==> src/rtl/smap_pkg.sv <==
package smap_pkg;

  typedef enum logic [1:0] {
    FMT_SHORT = 2'd0,
    FMT_MID   = 2'd1,
    FMT_LONG  = 2'd2,
    FMT_LONG2 = 2'd3
  } row_fmt_e;

endpackage

==> src/rtl/smap_table.sv <==
module smap_table #(
  parameter int unsigned N    = 26,
  parameter int unsigned IW   = 5,
  parameter int unsigned PW   = 8
) (
  input  logic          clk,
  input  logic          rst_n,
  input  logic          wr_en,
  input  logic [IW-1:0] wr_idx,
  input  logic          wr_show,
  input  logic [PW-1:0] wr_ptr,
  input  logic [IW-1:0] a_idx,
  output logic          a_show,
  output logic [PW-1:0] a_ptr,
  input  logic [IW-1:0] b_idx,
  output logic          b_show,
  output logic [PW-1:0] b_ptr
);

  localparam logic [IW-1:0] NUM_I = IW'(N);

  logic [N-1:0]         show_q, show_d;
  logic [N-1:0][PW-1:0] ptr_q, ptr_d;

  // per-entry next-state
  for (genvar e = 0; e < N; e++) begin : g_ent
    logic hit;
    assign hit      = wr_en && (wr_idx == IW'(e));
    assign show_d[e] = hit ? wr_show : show_q[e];
    assign ptr_d[e]  = hit ? wr_ptr  : ptr_q[e];
  end

  always_ff @(posedge clk or negedge rst_n) begin
    if (!rst_n) begin
      show_q <= '0;
      ptr_q  <= '0;
    end else if (wr_en) begin
      show_q <= show_d;
      ptr_q  <= ptr_d;
    end
  end

  always_comb begin
    a_show = 1'b0;
    a_ptr  = '0;
    if (a_idx < NUM_I) begin
      a_show = show_q[a_idx];
      a_ptr  = ptr_q[a_idx];
    end
  end

  always_comb begin
    b_show = 1'b0;
    b_ptr  = '0;
    if (b_idx < NUM_I) begin
      b_show = show_q[b_idx];
      b_ptr  = ptr_q[b_idx];
    end
  end

  // an index past the table leaves every entry untouched
  p_ignore_r3: assert property (@(posedge clk) disable iff (!rst_n)
    (wr_en && wr_idx >= NUM_I) |=> ($stable(show_q) && $stable(ptr_q)));

  // a valid write lands in the addressed entry
  p_write_r2: assert property (@(posedge clk) disable iff (!rst_n)
    (wr_en && wr_idx < NUM_I) |=>
      (show_q[$past(wr_idx)] == $past(wr_show) && ptr_q[$past(wr_idx)] == $past(wr_ptr)));

endmodule

==> src/rtl/smap_host_rd.sv <==
module smap_host_rd #(
  parameter int unsigned PW = 8
) (
  input  logic          clk,
  input  logic          rst_n,
  input  logic          ent_show,
  input  logic [PW-1:0] ent_ptr,
  output logic          rd_show,
  output logic [PW-1:0] rd_ptr
);

  logic          show_d;
  logic [PW-1:0] ptr_d;

  always_comb begin
    show_d = ent_show;
    ptr_d  = ent_ptr;
  end

  always_ff @(posedge clk or negedge rst_n) begin
    if (!rst_n) begin
      rd_show <= 1'b0;
      rd_ptr  <= '0;
    end else begin
      rd_show <= show_d;
      rd_ptr  <= ptr_d;
    end
  end

endmodule

==> src/rtl/smap_row_latch.sv <==
module smap_row_latch #(
  parameter int unsigned IW         = 5,
  parameter int unsigned PW         = 8,
  parameter int unsigned ROWS_SHORT = 20,
  parameter int unsigned ROWS_MID   = 21,
  parameter int unsigned ROWS_LONG  = 25
) (
  input  logic          clk,
  input  logic          rst_n,
  input  logic          row_start,
  input  logic [IW-1:0] scan_row,
  input  logic [1:0]    row_fmt,
  input  logic          ent_show,
  input  logic [PW-1:0] ent_ptr,
  output logic [PW-1:0] row_ptr,
  output logic          row_fetch,
  output logic          row_blank
);

  import smap_pkg::*;

  localparam logic [IW-1:0] STATUS_I = IW'(ROWS_LONG);
  localparam logic [IW-1:0] SHORT_I  = IW'(ROWS_SHORT);
  localparam logic [IW-1:0] MID_I    = IW'(ROWS_MID);
  localparam logic [IW-1:0] LONG_I   = IW'(ROWS_LONG);

  logic [IW-1:0] limit;
  logic          eligible;
  logic          fetch_d;
  logic [PW-1:0] ptr_d;

  always_comb begin
    case (row_fmt_e'(row_fmt))
      FMT_SHORT: limit = SHORT_I;
      FMT_MID:   limit = MID_I;
      default:   limit = LONG_I;
    endcase
    eligible = (scan_row < limit) || (scan_row == STATUS_I);
    fetch_d  = eligible && ent_show;
    ptr_d    = fetch_d ? ent_ptr : '0;
  end

  always_ff @(posedge clk or negedge rst_n) begin
    if (!rst_n) begin
      row_ptr   <= '0;
      row_fetch <= 1'b0;
      row_blank <= 1'b1;
    end else if (row_start) begin
      row_ptr   <= ptr_d;
      row_fetch <= fetch_d;
      row_blank <= !fetch_d;
    end
  end

  // outputs hold for the whole row
  p_hold_r6: assert property (@(posedge clk) disable iff (!rst_n)
    !row_start |=> ($stable(row_ptr) && $stable(row_fetch) && $stable(row_blank)));

  // exactly one of fetch or blank
  p_excl_r10: assert property (@(posedge clk) disable iff (!rst_n)
    row_fetch != row_blank);

  // a blank row carries no pointer
  p_blank_ptr_r5: assert property (@(posedge clk) disable iff (!rst_n)
    row_blank |-> (row_ptr == '0));

  // past the short-format limit a main row is blanked
  p_limit_r8: assert property (@(posedge clk) disable iff (!rst_n)
    (row_start && row_fmt == 2'd0 && scan_row >= SHORT_I && scan_row != STATUS_I) |=> row_blank);

  // the status row follows its own entry in every format
  p_status_r9: assert property (@(posedge clk) disable iff (!rst_n)
    (row_start && scan_row == STATUS_I && ent_show) |=> (row_fetch && row_ptr == $past(ent_ptr)));

endmodule

==> src/rtl/scroll_row_map.sv <==
module scroll_row_map #(
  parameter int unsigned PTR_W      = 8,
  parameter int unsigned ROWS_SHORT = 20,
  parameter int unsigned ROWS_MID   = 21,
  parameter int unsigned ROWS_LONG  = 25,
  localparam int unsigned NUM_ENT   = ROWS_LONG + 1,
  localparam int unsigned IDX_W     = $clog2(NUM_ENT)
) (
  input  logic             clk,
  input  logic             rst_n,
  input  logic             wr_en,
  input  logic [IDX_W-1:0] wr_idx,
  input  logic             wr_show,
  input  logic [PTR_W-1:0] wr_ptr,
  input  logic [IDX_W-1:0] rd_idx,
  output logic             rd_show,
  output logic [PTR_W-1:0] rd_ptr,
  input  logic             row_start,
  input  logic [IDX_W-1:0] scan_row,
  input  logic [1:0]       row_fmt,
  output logic [PTR_W-1:0] row_ptr,
  output logic             row_fetch,
  output logic             row_blank
);

  logic [1:0] rst_sync_q;
  logic       rst_q_n;

  always_ff @(posedge clk or negedge rst_n) begin
    if (!rst_n) rst_sync_q <= 2'b00;
    else        rst_sync_q <= {rst_sync_q[0], 1'b1};
  end
  assign rst_q_n = rst_sync_q[1];

  logic             a_show, b_show;
  logic [PTR_W-1:0] a_ptr, b_ptr;

  smap_table #(.N(NUM_ENT), .IW(IDX_W), .PW(PTR_W)) table_i (
    .clk     (clk),
    .rst_n   (rst_q_n),
    .wr_en   (wr_en),
    .wr_idx  (wr_idx),
    .wr_show (wr_show),
    .wr_ptr  (wr_ptr),
    .a_idx   (rd_idx),
    .a_show  (a_show),
    .a_ptr   (a_ptr),
    .b_idx   (scan_row),
    .b_show  (b_show),
    .b_ptr   (b_ptr)
  );

  smap_host_rd #(.PW(PTR_W)) host_rd_i (
    .clk      (clk),
    .rst_n    (rst_q_n),
    .ent_show (a_show),
    .ent_ptr  (a_ptr),
    .rd_show  (rd_show),
    .rd_ptr   (rd_ptr)
  );

  smap_row_latch #(
    .IW(IDX_W), .PW(PTR_W),
    .ROWS_SHORT(ROWS_SHORT), .ROWS_MID(ROWS_MID), .ROWS_LONG(ROWS_LONG)
  ) row_latch_i (
    .clk       (clk),
    .rst_n     (rst_q_n),
    .row_start (row_start),
    .scan_row  (scan_row),
    .row_fmt   (row_fmt),
    .ent_show  (b_show),
    .ent_ptr   (b_ptr),
    .row_ptr   (row_ptr),
    .row_fetch (row_fetch),
    .row_blank (row_blank)
  );

endmodule

==> config.mk <==
export PLATFORM = sky130hd
export DESIGN_NAME = scroll_row_map
export DESIGN_NICKNAME = d
export VERILOG_FILES = /design/src/rtl/smap_pkg.sv /design/src/rtl/smap_table.sv /design/src/rtl/smap_host_rd.sv /design/src/rtl/smap_row_latch.sv /design/src/rtl/scroll_row_map.sv
export SDC_FILE = /design/constraint.sdc
export NUM_CORES = 1
export LEC_CHECK = 0
export BUFFER_PORTS_ARGS = -buffer_cell sky130_fd_sc_hd__buf_2
export CAP_MARGIN = 15
export CORE_MARGIN = 1
export CORE_UTILIZATION = 55
export DETAILED_ROUTE_END_ITERATION = 8
export PLACE_DENSITY = 0.75
export SLEW_MARGIN = 40
export SYNTH_ARGS = -nofsm -noshare
export SYNTH_HDL_FRONTEND = slang
export SYNTH_HIERARCHICAL = 1
export SYNTH_SLANG_ARGS = --single-unit
==> constraint.sdc <==
create_clock -name clk -period 7.96 [get_ports clk]
set_clock_uncertainty 0.15 [all_clocks]
set_input_delay 1.592 -clock clk [delete_from_list [all_inputs] [get_ports clk]]
set_output_delay 1.592 -clock clk [all_outputs]
set_load 0.005 [all_outputs]
Yosys cells after proc, flatten, opt, wreduce, memory -nomap -nowiden
Index checks and enable logic that the tools add are counted.
- order comparisons: 5
- equal/unequal tests: 27
- multiplexer cells: 14
- reduce and logical (&&, ||, !) cells: 57
- operator list (cell ; count):
    $bmux 8 s5 ; 2
    $eq 5x5->1 const B ; 11
    $reduce_and 2->1 ; 26
    $eq 5x4->1 const B ; 8
    $mux 8 ; 5
    $logic_and 1x1->1 ; 27
    $eq 5x3->1 const B ; 4
    $lt 5x6->1 const B ; 2
    $bmux 1 s5 ; 2
    $eq 5x2->1 const B ; 2
    $lt 5x5->1 const B ; 2
    $pmux 4 s2 ; 1
    $eq 5x1->1 const B ; 1
    $logic_not 5->1 ; 1
    $lt 5x5->1 ; 1
    $mux 1 ; 4
    $eq 2x1->1 const B ; 1
    $logic_not 2->1 ; 1
    $logic_not 1->1 ; 1
    $logic_or 1x1->1 ; 1
- bits in registers: 255
- input bits: 30
- output and inout bits: 19
- logic and storage cells: 161

Depth between registers and ports, before layout
Gate-level depths: netlist of the first run.
- depth in word-level cells: 6
- mapped depth: 11

By module
Netlist of the first run, hierarchy kept.
- by module, submodules not included (module ; times used ; cells an instance ; area an instance (sq um)):
    smap_table ; 1 ; 981 ; 13035.0
    smap_row_latch ; 1 ; 51 ; 479.2
    smap_host_rd ; 1 ; 9 ; 225.2
    scroll_row_map ; 1 ; 3 ; 53.8

Least setup slack after synthesis of the first run
Ideal clock, no wire load.
- kind: input-to-reg
- start point: in scan_row[0]
- end point: reg row_latch_i.row_fetch
- library setup time: 144 ps
- data arrival time: 3370 ps
- required time: 7666 ps
- setup slack: 4296 ps
- cell stages on the path: 11
- path buffers: 3
- path through: buf_4 buf_4 buf_4 mux2i_1 mux2i_1 o2111ai_1 nand4_1 nand2_1 a211oi_2 a2bb2oi_2 o21ai_0
- cells in the longest elaborated chain, start to end: 4
- RTL lines (element ; RTL line ; text):
    from (decl) ; scroll_row_map.sv:19 ; input logic [IDX_W-1:0] scan_row,
    $bmux 1 s5 ; smap_table.sv:56 ; b_show = show_q[b_idx];
    $mux 1 (implied by the code) ; smap_table.sv:56 ;
    $mux 1 * ; smap_table.sv:55 ; if (b_idx < NUM_I) begin
    named net b_show ; scroll_row_map.sv:35 ; logic a_show, b_show;
    $logic_and 1x1->1 * ; smap_row_latch.sv:39 ; fetch_d = eligible && ent_show;
    to (signal assigned) ; smap_row_latch.sv:50 ; row_fetch <= fetch_d;
    to (decl) ; smap_row_latch.sv:16 ; output logic row_fetch,
Mark *: on every way through the listed nets, which the timed path passes. The rest lies on a longest branch. The select of a mux whose other input is x is not followed.
A chain may end at the register's enable or synchronous reset.

Worst setup path in the final report of the first run
- start point: in scan_row[1]
- end point: reg row_latch_i.row_fetch
Same word-level chain as after synthesis.

==> reports/qor.yml, run 1 <==
final_layout:
  fillers: 1843
  final_util: 0.621
  final_cell_mix: "253 x dfrtp_1, 230 x mux2_2, 127 x mux2i_1"
  regArea_sq_mm: 0.00639
  antenna_cells: 0
  num-nets-final: 1095
  multi_input_area_sq_mm: 0.00700
  final_common_cell: "dfrtp_1"
  syn2layout_area_growth_pct: 10.2
  drive_gt1_frac: 0.380
  stdcell_area_sq_mm: 0.0152
clock_network:
  clockBufferDepth: 3
  cts_hold_buf: 0
  clock_sinks: 255
  cts_setup_buffers: 0
  cts_made_buffers: 28
  cts_resized: 0
  cts_max_level: 1
  cts_tree: "built"
  cts-root-buf: "clkbuf_16"
  clk_pin_slew_worst_paths_ns: 0.06
  clock_latency_ns: 0.55
routing:
  drc: 0
  drtAntennaViolNets: 0
  wl_mm: 39.3
  dr.pass1.iters: 5
  avgViaCountPerCell: 6.82
  post_drt_wl_per_cell_microns: 27.9
  drt_iter0_drc: 1008
  routed-via-count: 9589
timing:
  finalSetupViolations: 0
  finalHoldViolations: 0
  finalCriticalPeriod_ns: 4.25
  final.period_utilization: 0.533
  rsz0062_at_grt: "false"
  relSlewSlack: 0.377
  worst_pin_slew_ns: 0.930
  fmax_ghz: 0.235
  setup_tns_ns: 0
  slew_violations: 0
logic_synthesis:
  synthCells: 1044
  synth_edf_count: 0
  avgSynthCellArea_sq_um: 13.2
  yosysSeqAreaShare: 0.463
  synth-async-reset-ratio: 1.00
  yosys_warnings: 6
  ys_ff_latch: 255
  yosysUniqueCellTypes: 60
  synth.cell_area_sq_mm: 0.0138
  ys.flop_type: "dfrtp_1"
  synth_fp_nets: 1076
global_route:
  antenna_found_initial: 0
  grt_pass1_wl_mm: 60.0
  grt.overflow.total: 0
  grt_max_degree: 76
  grtUsageTotal: 0.311
  grt_pass1_vias: 9593
place:
  dp_hpwl_mm: 26.3
  placed_area_sq_mm: 0.0142
  gp_congestion: 0.967
  port_buffers: 48
setup_path:
  critPathKind: "in -> reg"
  cp_max_fo: 31
  cp-end-kind: "flop"
  worstPathArrival_ns: 4.47
  required_ns: 8.19
  start_kind: "input pin"
flow_run:
  drv_cap: 0
floorplanning:
  die_h_microns: 160
  rows: 57
  die_x_microns: 160
  dieArea_sq_mm: 0.0257
  coreArea_sq_mm: 0.0245
  initial_core_util: 0.564
  ios: 49
min_path:
  hold_class: "reg -> reg"
power_and_ir_drop:
  p_per_area_mw_per_mm2: 251
  p_leak_nw: 6.79
  peakVddDrop_mv: 0.198
  power_mw: 3.82
status:
  status: "finished, final reports clean"
==> area by class of cell <==
cell class	count	area share
clock buffers	43	0.0565
clock inverters	7	0.00724
inverters	23	0.00568
multi-input cells	695	0.460
flip-flops and latches	255	0.420
well taps	324	0.0267
repair buffers	60	0.0234
==> registers in the layout (all words and copies together) (netlist names) <==
| register | count |
|---|---|
| row_latch_i/row_fetch | 1 |
| table_i/show_q | 26 |
| table_i/ptr_q | 208 |
| row_latch_i/row_blank | 1 |
| rst_sync_q | 2 |
| host_rd_i/rd_ptr | 8 |
| row_latch_i/row_ptr | 8 |
| host_rd_i/rd_show | 1 |
==> report_power, final <==
| group | internal [mW] | switching [mW] |
|---|---|---|
| clock network | 0.832 | 0.513 |
| registers | 1.55 | 0.200 |
| logic | 0.395 | 0.335 |
==> cell families (layout without fill, tap and decap cells) <==
| family | after synthesis | after routing | synth area share |
|---|---|---|---|
| AOI/OAI and AO/OA | 111 | 111 | 0.0591 |
| adders and majority gates | 2 | 2 | 0.00181 |
| buffers and inverters | 94 | 133 | 0.0306 |
| DFF | 255 | 255 | 0.463 |
| muxes | 423 | 423 | 0.376 |
| other | 1 | 1 | 0.000272 |
| and+or+nand+nor | 158 | 158 | 0.0693 |
==> critical path, cell delays in order <==
cell and delay, ns:
buf_2 0.59, buf_4 0.50, mux4_2 0.37, a22oi_1 0.33
nand4_1 0.13, nand2_1 0.13, a211oi_2 0.06, a2bb2oi_2 0.53
o21ai_0 0.21
==> synth_stat cells (3+ instances only) <==
library cell / number / share of area
nor3_1: 8 / 0.0029
nand3_1: 11 / 0.0040
nand4_1: 17 / 0.0077
nor2_4: 5 / 0.0041
nand2_1: 36 / 0.0098
buf_4: 7 / 0.0038
o31ai_1: 4 / 0.0022
a21o_1: 3 / 0.0016
nor2_1: 28 / 0.0076
o32ai_1: 6 / 0.0038
nor4_4: 3 / 0.0046
o211ai_1: 15 / 0.0082
clkbuf_1: 35 / 0.0095
mux4_2: 52 / 0.085
a221oi_1: 4 / 0.0025
mux2_1: 14 / 0.011
a22oi_1: 21 / 0.011
nand2b_1: 11 / 0.0050
o2111ai_1: 4 / 0.0025
dfrtp_1: 254 / 0.46
nor2b_1: 13 / 0.0059
mux2_2: 230 / 0.19
a21oi_1: 3 / 0.0011
nor3_4: 3 / 0.0035
o21ai_0: 9 / 0.0033
inv_1: 23 / 0.0063
and2_1: 5 / 0.0023
o22ai_1: 18 / 0.0082
a31oi_1: 3 / 0.0014
or4bb_1: 3 / 0.0024
a311oi_1: 3 / 0.0019
a211oi_1: 6 / 0.0033
buf_2: 28 / 0.010
mux2i_1: 127 / 0.092
==> path summary, 6_finish.rpt <==
| kind | start | endpoint | slack (ns) | cells past startpoint |
|---|---|---|---|---|
| setup / recovery | scan_row[1] | row_latch_i/row_fetch$_DFFE_PN0P_ | 3.71 | 9 |
| hold / removal | rst_sync_q[0]$_DFF_PN0_ | rst_sync_q[1]$_DFF_PN0_ | 0.20 | 0 |
| setup reg to reg | table_i/show_q[7]$_DFFE_PN0P_ | row_latch_i/row_fetch$_DFFE_PN0P_ | 5.38 | 7 |
| hold reg to reg | rst_sync_q[0]$_DFF_PN0_ | rst_sync_q[1]$_DFF_PN0_ | 0.20 | 0 |
| max in group asynchronous | rst_sync_q[1]$_DFF_PN0_ | table_i/ptr_q[71]$_DFFE_PN0P_ | 6.22 | 1 |
| min in group asynchronous | rst_sync_q[1]$_DFF_PN0_ | table_i/ptr_q[183]$_DFFE_PN0P_ | 0.25 | 0 |
==> per-layer routing <==
layer / track usage / wire length, microns / share of wire
met1: 0.421 / 15700 / 0.40
met2: 0.493 / 18400 / 0.47
met3: 0.0630 / 3490 / 0.089
met4: 0.125 / 1680 / 0.043
met5: 0 / 0 / 0
==> through the flow <==
| step | setup WS, ns | hold slack (ns) | std cells |
|---|---|---|---|
| after floorplan | 0.179 | 0.181 | 1044 |
| after global placement | 3.40 | 0.189 | 1355 |
| after detailed placement | 3.31 | 0.191 | 1355 |
| final | 3.71 | 0.203 | 1407 |
| after global routing | 3.67 | 0.209 | 1407 |
| after CTS | 3.87 | 0.205 | 1405 |
(Power assumes the default switching activity.)
==> run 2: changes to the inputs <==
- clock period: 7.96 -> 3.6 ns (I/O delays scaled with it)
==> run 2 against run 1 <==
Net effect:
- design area rose by 1.4%
- via count increased by 1.3%
- global-route usage increased by 1.1 points
- core utilization grew 0.87 points
- wire length rose by 3.7%
- combinational power up 130%
- largest cell class unchanged
- highest routed layer unchanged
==> reports/qor.yml, run 2 (synthesis gave the netlist of run 1 again) <==
power_and_ir_drop:
  p_per_area_mw_per_mm2: 543  # +120%
  peakVddDrop_mv: 0.574  # +190%
  p_leak_nw: 6.91  # +1.8%
clock_network:
  cts_resized: 0  # unchanged
  cts_tree: "built"
  clock_sinks: 255  # unchanged
  clk_pin_slew_worst_paths_ns: 0.06  # about the same
  cts-root-buf: "clkbuf_16"
  cts_max_level: 1  # unchanged
  clock_latency_ns: 0.55  # about the same
  cts_setup_buffers: 0  # unchanged
  cts_made_buffers: 28  # unchanged
  clockBufferDepth: 3  # unchanged
routing:
  routed-via-count: 9716  # +1.3%
  drc: 0  # unchanged
  drt_iter0_drc: 1116  # +11%
  wl_mm: 40.7  # +3.7%
  post_drt_wl_per_cell_microns: 28.3  # +1.4%
  avgViaCountPerCell: 6.76  # -0.86%
  dr.pass1.iters: 5  # unchanged
  drtAntennaViolNets: 0  # unchanged
floorplanning:
  dieArea_sq_mm: 0.0257  # unchanged
  ios: 49  # unchanged
  coreArea_sq_mm: 0.0245  # unchanged
  die_x_microns: 160  # unchanged
  rows: 57  # unchanged
  initial_core_util: 0.564  # unchanged
  die_h_microns: 160  # unchanged
global_route:
  antenna_found_initial: 1  # +1
  grtUsageTotal: 0.322  # +0.0114
  grt_pass1_wl_mm: 62.1  # +3.5%
  grt.overflow.total: 0  # unchanged
  grt_pass1_vias: 9916  # +3.4%
  grt_max_degree: 62  # -18%
timing:
  finalSetupViolations: 0  # unchanged
  final.period_utilization: 0.772
  fmax_ghz: 0.360
  finalHoldViolations: 0  # unchanged
  setup_tns_ns: 0  # unchanged
  finalCriticalPeriod_ns: 2.78
  slew_violations: 0  # unchanged
  relSlewSlack: 0.488  # +0.110
  worst_pin_slew_ns: 0.763  # -0.168 ns
  rsz0062_at_grt: "false"
setup_path:
  required_ns: 3.84  # -4.35 ns
  worstPathArrival_ns: 3.02  # -1.45 ns
  cp_max_fo: 36  # +16%
  cp-end-kind: "flop"
  worstReg2RegEnd: "row_latch_i/row_ptr[6]$_DFFE_PN0P_"
  rr_startpoint: "table_i/show_q[11]$_DFFE_PN0P_"
  reg2reg_slack_ns: 1.18  # -4.20 ns
  start_kind: "input pin"
  critPathKind: "in -> reg"
  reg2reg_depth: 7  # unchanged
final_layout:
  fillers: 1925  # +4.4%
  final_common_cell: "dfrtp_1"
  antenna_cells: 0  # unchanged
  num-nets-final: 1125  # +2.7%
  regMostFlops: "table_i/ptr_q"
  drive_gt1_frac: 0.390  # +0.0101
  finalNonFillerCells: 1438  # +2.2%
  final_cell_mix: "253 x dfrtp_1, 230 x mux2_2, 127 x mux2i_1"
  regArea_sq_mm: 0.00639  # unchanged
  top_regs: "table_i/ptr_q x208, table_i/show_q x26"
  stdcell_area_sq_mm: 0.0154  # +1.4%
  multi_input_area_sq_mm: 0.00699  # -0.11%
  syn2layout_area_growth_pct: 11.8
  largest_reg_flops: 208  # unchanged
flow_run:
  drv_cap: 0  # unchanged
place:
  dp_cells: 1384  # +2.1%
  placed_area_sq_mm: 0.0145  # +1.9%
  dp_hpwl_mm: 28.0  # +6.4%
  port_buffers: 48  # unchanged
  gp_congestion: 0.955  # -1.2%
min_path:
  hold_class: "reg -> async"
status:
  status: "finished, final reports clean"
## run 2: cell types whose count changed in the layout (fill, tap and decap cells not counted), sizes merged
cell / delta
buf: +29
bufinv: -2
clkinv: -2
clkbuf: +5
dlygate4sd3: +1
## run 2: how the worst max path moves through the flow
stage | startpoint | to | slack (ns)
after floorplan | scan_row[0] | row_latch_i/row_fetch$_DFFE_PN0P_ | 0.81
after global placement | scan_row[0] | row_latch_i/row_fetch$_DFFE_PN0P_ | 0.45
after detailed placement | scan_row[0] | row_latch_i/row_ptr[6]$_DFFE_PN0P_ | 0.39
after CTS | scan_row[0] | row_latch_i/row_ptr[4]$_DFFE_PN0P_ | 0.94
after global routing | scan_row[0] | row_latch_i/row_ptr[5]$_DFFE_PN0P_ | 0.85
final | scan_row[0] | row_latch_i/row_ptr[1]$_DFFE_PN0P_ | 0.82
## run 2: stage by stage
stage	total power [mW]	util	worst slack (ns)	hold WS, ns
6_report	8.37	0.630	0.819	0.0632
2_1_floorplan	4.96	-	0.808	0.181
3_3_place_gp	5.47	0.591	0.448	0.186
3_5_place_dp	5.55	0.592	0.394	0.193
4_1_cts	8.37	0.629	0.944	0.206
5_1_grt	8.68	0.630	0.846	0.0800
## run 2: worst max-delay path, stage by stage
cell	delay [ns]
buf_4	0.37
buf_12	0.32
mux4_2	0.55
a211oi_1	0.66
o211ai_1	0.20
inv_1	0.09
o22ai_1	0.06
## run 2: cell type report
| type | instances | share of cell area |
|---|---|---|
| multi-input combinational | 695 | 0.454 |
| sequential | 255 | 0.414 |
| clock buffer | 48 | 0.0562 |
| timing repair buffer | 90 | 0.0414 |
| tap | 324 | 0.0263 |
| inverter | 23 | 0.00560 |
| clock inverter | 3 | 0.00260 |
## run 2: repair_timing
action                                 CTS  global route
setup endpoints to repair                0             0
endpoints found under the hold margin    2             0
hold buffers                             1             0
## run 2: where the power goes
group / total [mW] / switching, mW / internal (mW)
sequential: 3.87 / 0.448 / 3.42
clock: 2.82 / 1.13 / 1.69
combinational: 1.69 / 0.788 / 0.903
total: 8.37 / 2.36 / 6.01
## run 2: metal layers
metal	GRT usage	up-vias	part of all wire
met5	0	-	0
met4	0.108	0	0.035
met3	0.0656	102	0.080
met2	0.515	439	0.48
met1	0.441	5123	0.41
li1	-	4052	-
==> run 3: changes to the inputs <==
- PLACE_DENSITY: 0.75 -> 0.72
- clock period: 3.6 -> 2.71 ns (I/O delays scaled with it)
==> run 3 against run 2 <==
Net effect:
- sequential power grew 33%
- critical path depth increased by 1
- non-clock buffer count grew 47
- global-route usage up 0.54 points
- clock power increased by 52%
- largest cell class unchanged
- highest routed layer unchanged
==> reports/qor.yml, run 3 (synthesis gave the netlist of run 1 again) <==
status:
  status: "finished, final reports clean"
timing:
  rsz0062_at_grt: "false"
  setup_tns_ns: 0  # unchanged
  finalHoldViolations: 0  # unchanged
  finalSetupViolations: 0  # unchanged
  relSlewSlack: 0.550  # +0.0628
  final.period_utilization: 0.818
  slew_violations: 0  # unchanged
  finalCriticalPeriod_ns: 2.22
  fmax_ghz: 0.451
  fin_ws_ns: 0.494  # -0.325 ns
  worst_pin_slew_ns: 0.672  # -0.0909 ns
global_route:
  antenna_found_initial: 0  # -1
  grt_pass1_vias: 10100  # +2.2%
  grtUsageTotal: 0.328  # +0.00545
  grt_max_degree: 61  # -1.6%
  grt.overflow.total: 0  # unchanged
  grt_pass1_wl_mm: 62.8  # +1.1%
final_layout:
  final_common_cell: "dfrtp_1"
  num-nets-final: 1172  # +4.2%
  finalNonFillerCells: 1485  # +3.3%
  regMostFlops: "table_i/ptr_q"
  syn2layout_area_growth_pct: 15.9
  final_cell_mix: "253 x dfrtp_1, 230 x mux2_2, 127 x mux2i_1"
  largest_reg_flops: 208  # unchanged
  top_regs: "table_i/ptr_q x208, table_i/show_q x26"
  drive_gt1_frac: 0.419  # +0.0290
  antenna_cells: 0  # unchanged
  final_util: 0.654  # +0.0234
place:
  pre_cts_ws_ns: 0.0627  # -0.331 ns
  dp_hpwl_mm: 29.0  # +3.5%
  port_buffers: 48  # unchanged
  gp_congestion: 0.951  # -0.47%
  dp_cells: 1433  # +3.5%
clock_network:
  clockBufferDepth: 3  # unchanged
  clock_latency_ns: 0.56  # about the same
  cts_made_buffers: 28  # unchanged
  cts-root-buf: "clkbuf_16"
  cts_tree: "built"
  clock_sinks: 255  # unchanged
  clk_pin_slew_worst_paths_ns: 0.06  # about the same
  cts_max_level: 1  # unchanged
floorplanning:
  rows: 57  # unchanged
  initial_core_util: 0.564  # unchanged
  die_x_microns: 160  # unchanged
  die_h_microns: 160  # unchanged
  coreArea_sq_mm: 0.0245  # unchanged
  dieArea_sq_mm: 0.0257  # unchanged
  ios: 49  # unchanged
power_and_ir_drop:
  p_leak_nw: 7.23  # +4.6%
  p_per_area_mw_per_mm2: 731  # +35%
  combPwrFrac: 0.192  # -0.010
  power_mw: 11.7  # +40%
  peakVddDrop_mv: 0.561  # -2.3%
  p_clk_frac: 0.368  # +0.032
  p_sw_mw: 3.18  # +35%
  power_frac_seq: 0.440  # -0.022
  swShare: 0.272  # -0.00995
  internal_power_mw: 8.51  # +42%
min_path:
  hold_class: "in -> async"
routing:
  drt_iter0_drc: 800  # -28%
  wl_mm: 40.8  # +0.31%
  drtAntennaViolNets: 0  # unchanged
  post_drt_wl_per_cell_microns: 27.5  # -2.9%
  avgViaCountPerCell: 6.60  # -2.3%
  dr.pass1.iters: 5  # unchanged
  drc: 0  # unchanged
  routed-via-count: 9806  # +0.93%
setup_path:
  cpPeakStageDelay_ns: 0.47  # -0.19 ns
  worstPathArrival_ns: 2.49  # -0.53 ns
  crit_buf_inv: 1  # -2
  cp-end-kind: "flop"
  start_kind: "flop"
  required_ns: 2.98  # -0.86 ns
  cp_max_fo: 6  # -83%
  cp_slowest_cell: "mux4_2"
  critPathKind: "reg -> reg"
  path_cells: "mux4_2, a22oi_1, nand4_1, nand2_1, a211oi_2, a2bb2oi_2, buf_4, o21ai_0"
  cp_top_family: "compound AO/OA/AOI/OAI gates"
flow_run:
  drv_cap: 0  # unchanged
run 3: power groups by stage:
stage | combinational [mW] | sequential, mW | clock [mW]
finish | 2.25 | 5.14 | 4.30
detailed placement | 2.22 | 5.18 | 0
global route | 2.41 | 5.23 | 4.48
floorplan | 1.59 | 5.00 | 0
global placement | 2.17 | 5.16 | 0
CTS | 2.24 | 5.12 | 4.35
run 3: through the flow:
stage | instance area (sq um) | hold slack (ns)
floorplan | 13800 | 0.0964
global placement | 14900 | 0.167
detailed placement | 14900 | 0.171
CTS | 16000 | 0.129
global route | 16000 | 0.154
finish | 16000 | 0.144
run 3: path summary, 6_finish.rpt:
check | startpoint | endpoint | slack (ns) | cells after the start
max | table_i/show_q[11]$_DFFE_PN0P_ | row_latch_i/row_fetch$_DFFE_PN0P_ | 0.49 | 8
min | rst_n | rst_sync_q[1]$_DFF_PN0_ | 0.14 | 2
min in group clk | rst_sync_q[0]$_DFF_PN0_ | rst_sync_q[1]$_DFF_PN0_ | 0.21 | 0
max reg2reg | table_i/show_q[11]$_DFFE_PN0P_ | row_latch_i/row_fetch$_DFFE_PN0P_ | 0.49 | 8
min reg2reg | rst_sync_q[1]$_DFF_PN0_ | table_i/ptr_q[206]$_DFFE_PN0P_ | 0.17 | 0
max in group asynchronous | rst_sync_q[1]$_DFF_PN0_ | row_latch_i/row_blank$_DFFE_PN1P_ | 1.43 | 1
run 3: what timing repair did:
item,in CTS,in global routing
resized for setup,0,0
hold buffers,1,0
endpoints found under the hold margin,2,0
setup buffers,0,0
endpoints found under the setup margin,0,0
run 3: cell type report:
class                      count  area [sq um]
fill                        1830          8470
clock inverter                12           239
tap                          324           405
timing repair buffer         137          1080
multi-input combinational    695          6990
clock buffer                  39           803
inverter                      23          86.3
sequential                   255          6390
run 3: layer usage:
layer  up-vias  global-route usage  wire length [microns]
met5         -                   0                      0
li1       4160                   -                      -
met3       124              0.0695                   3340
met4         0               0.137                   1950
met2       460               0.514                  18700
met1      5062               0.445                  16800
run 3: worst reg2reg max path, delay by kind of cell (launching register included):
family          cells  cell delay, ns
simple gates        2            0.29
flops               1            0.39
mux                 1            0.47
compound gates      4            0.62
buf+inv             1            0.18
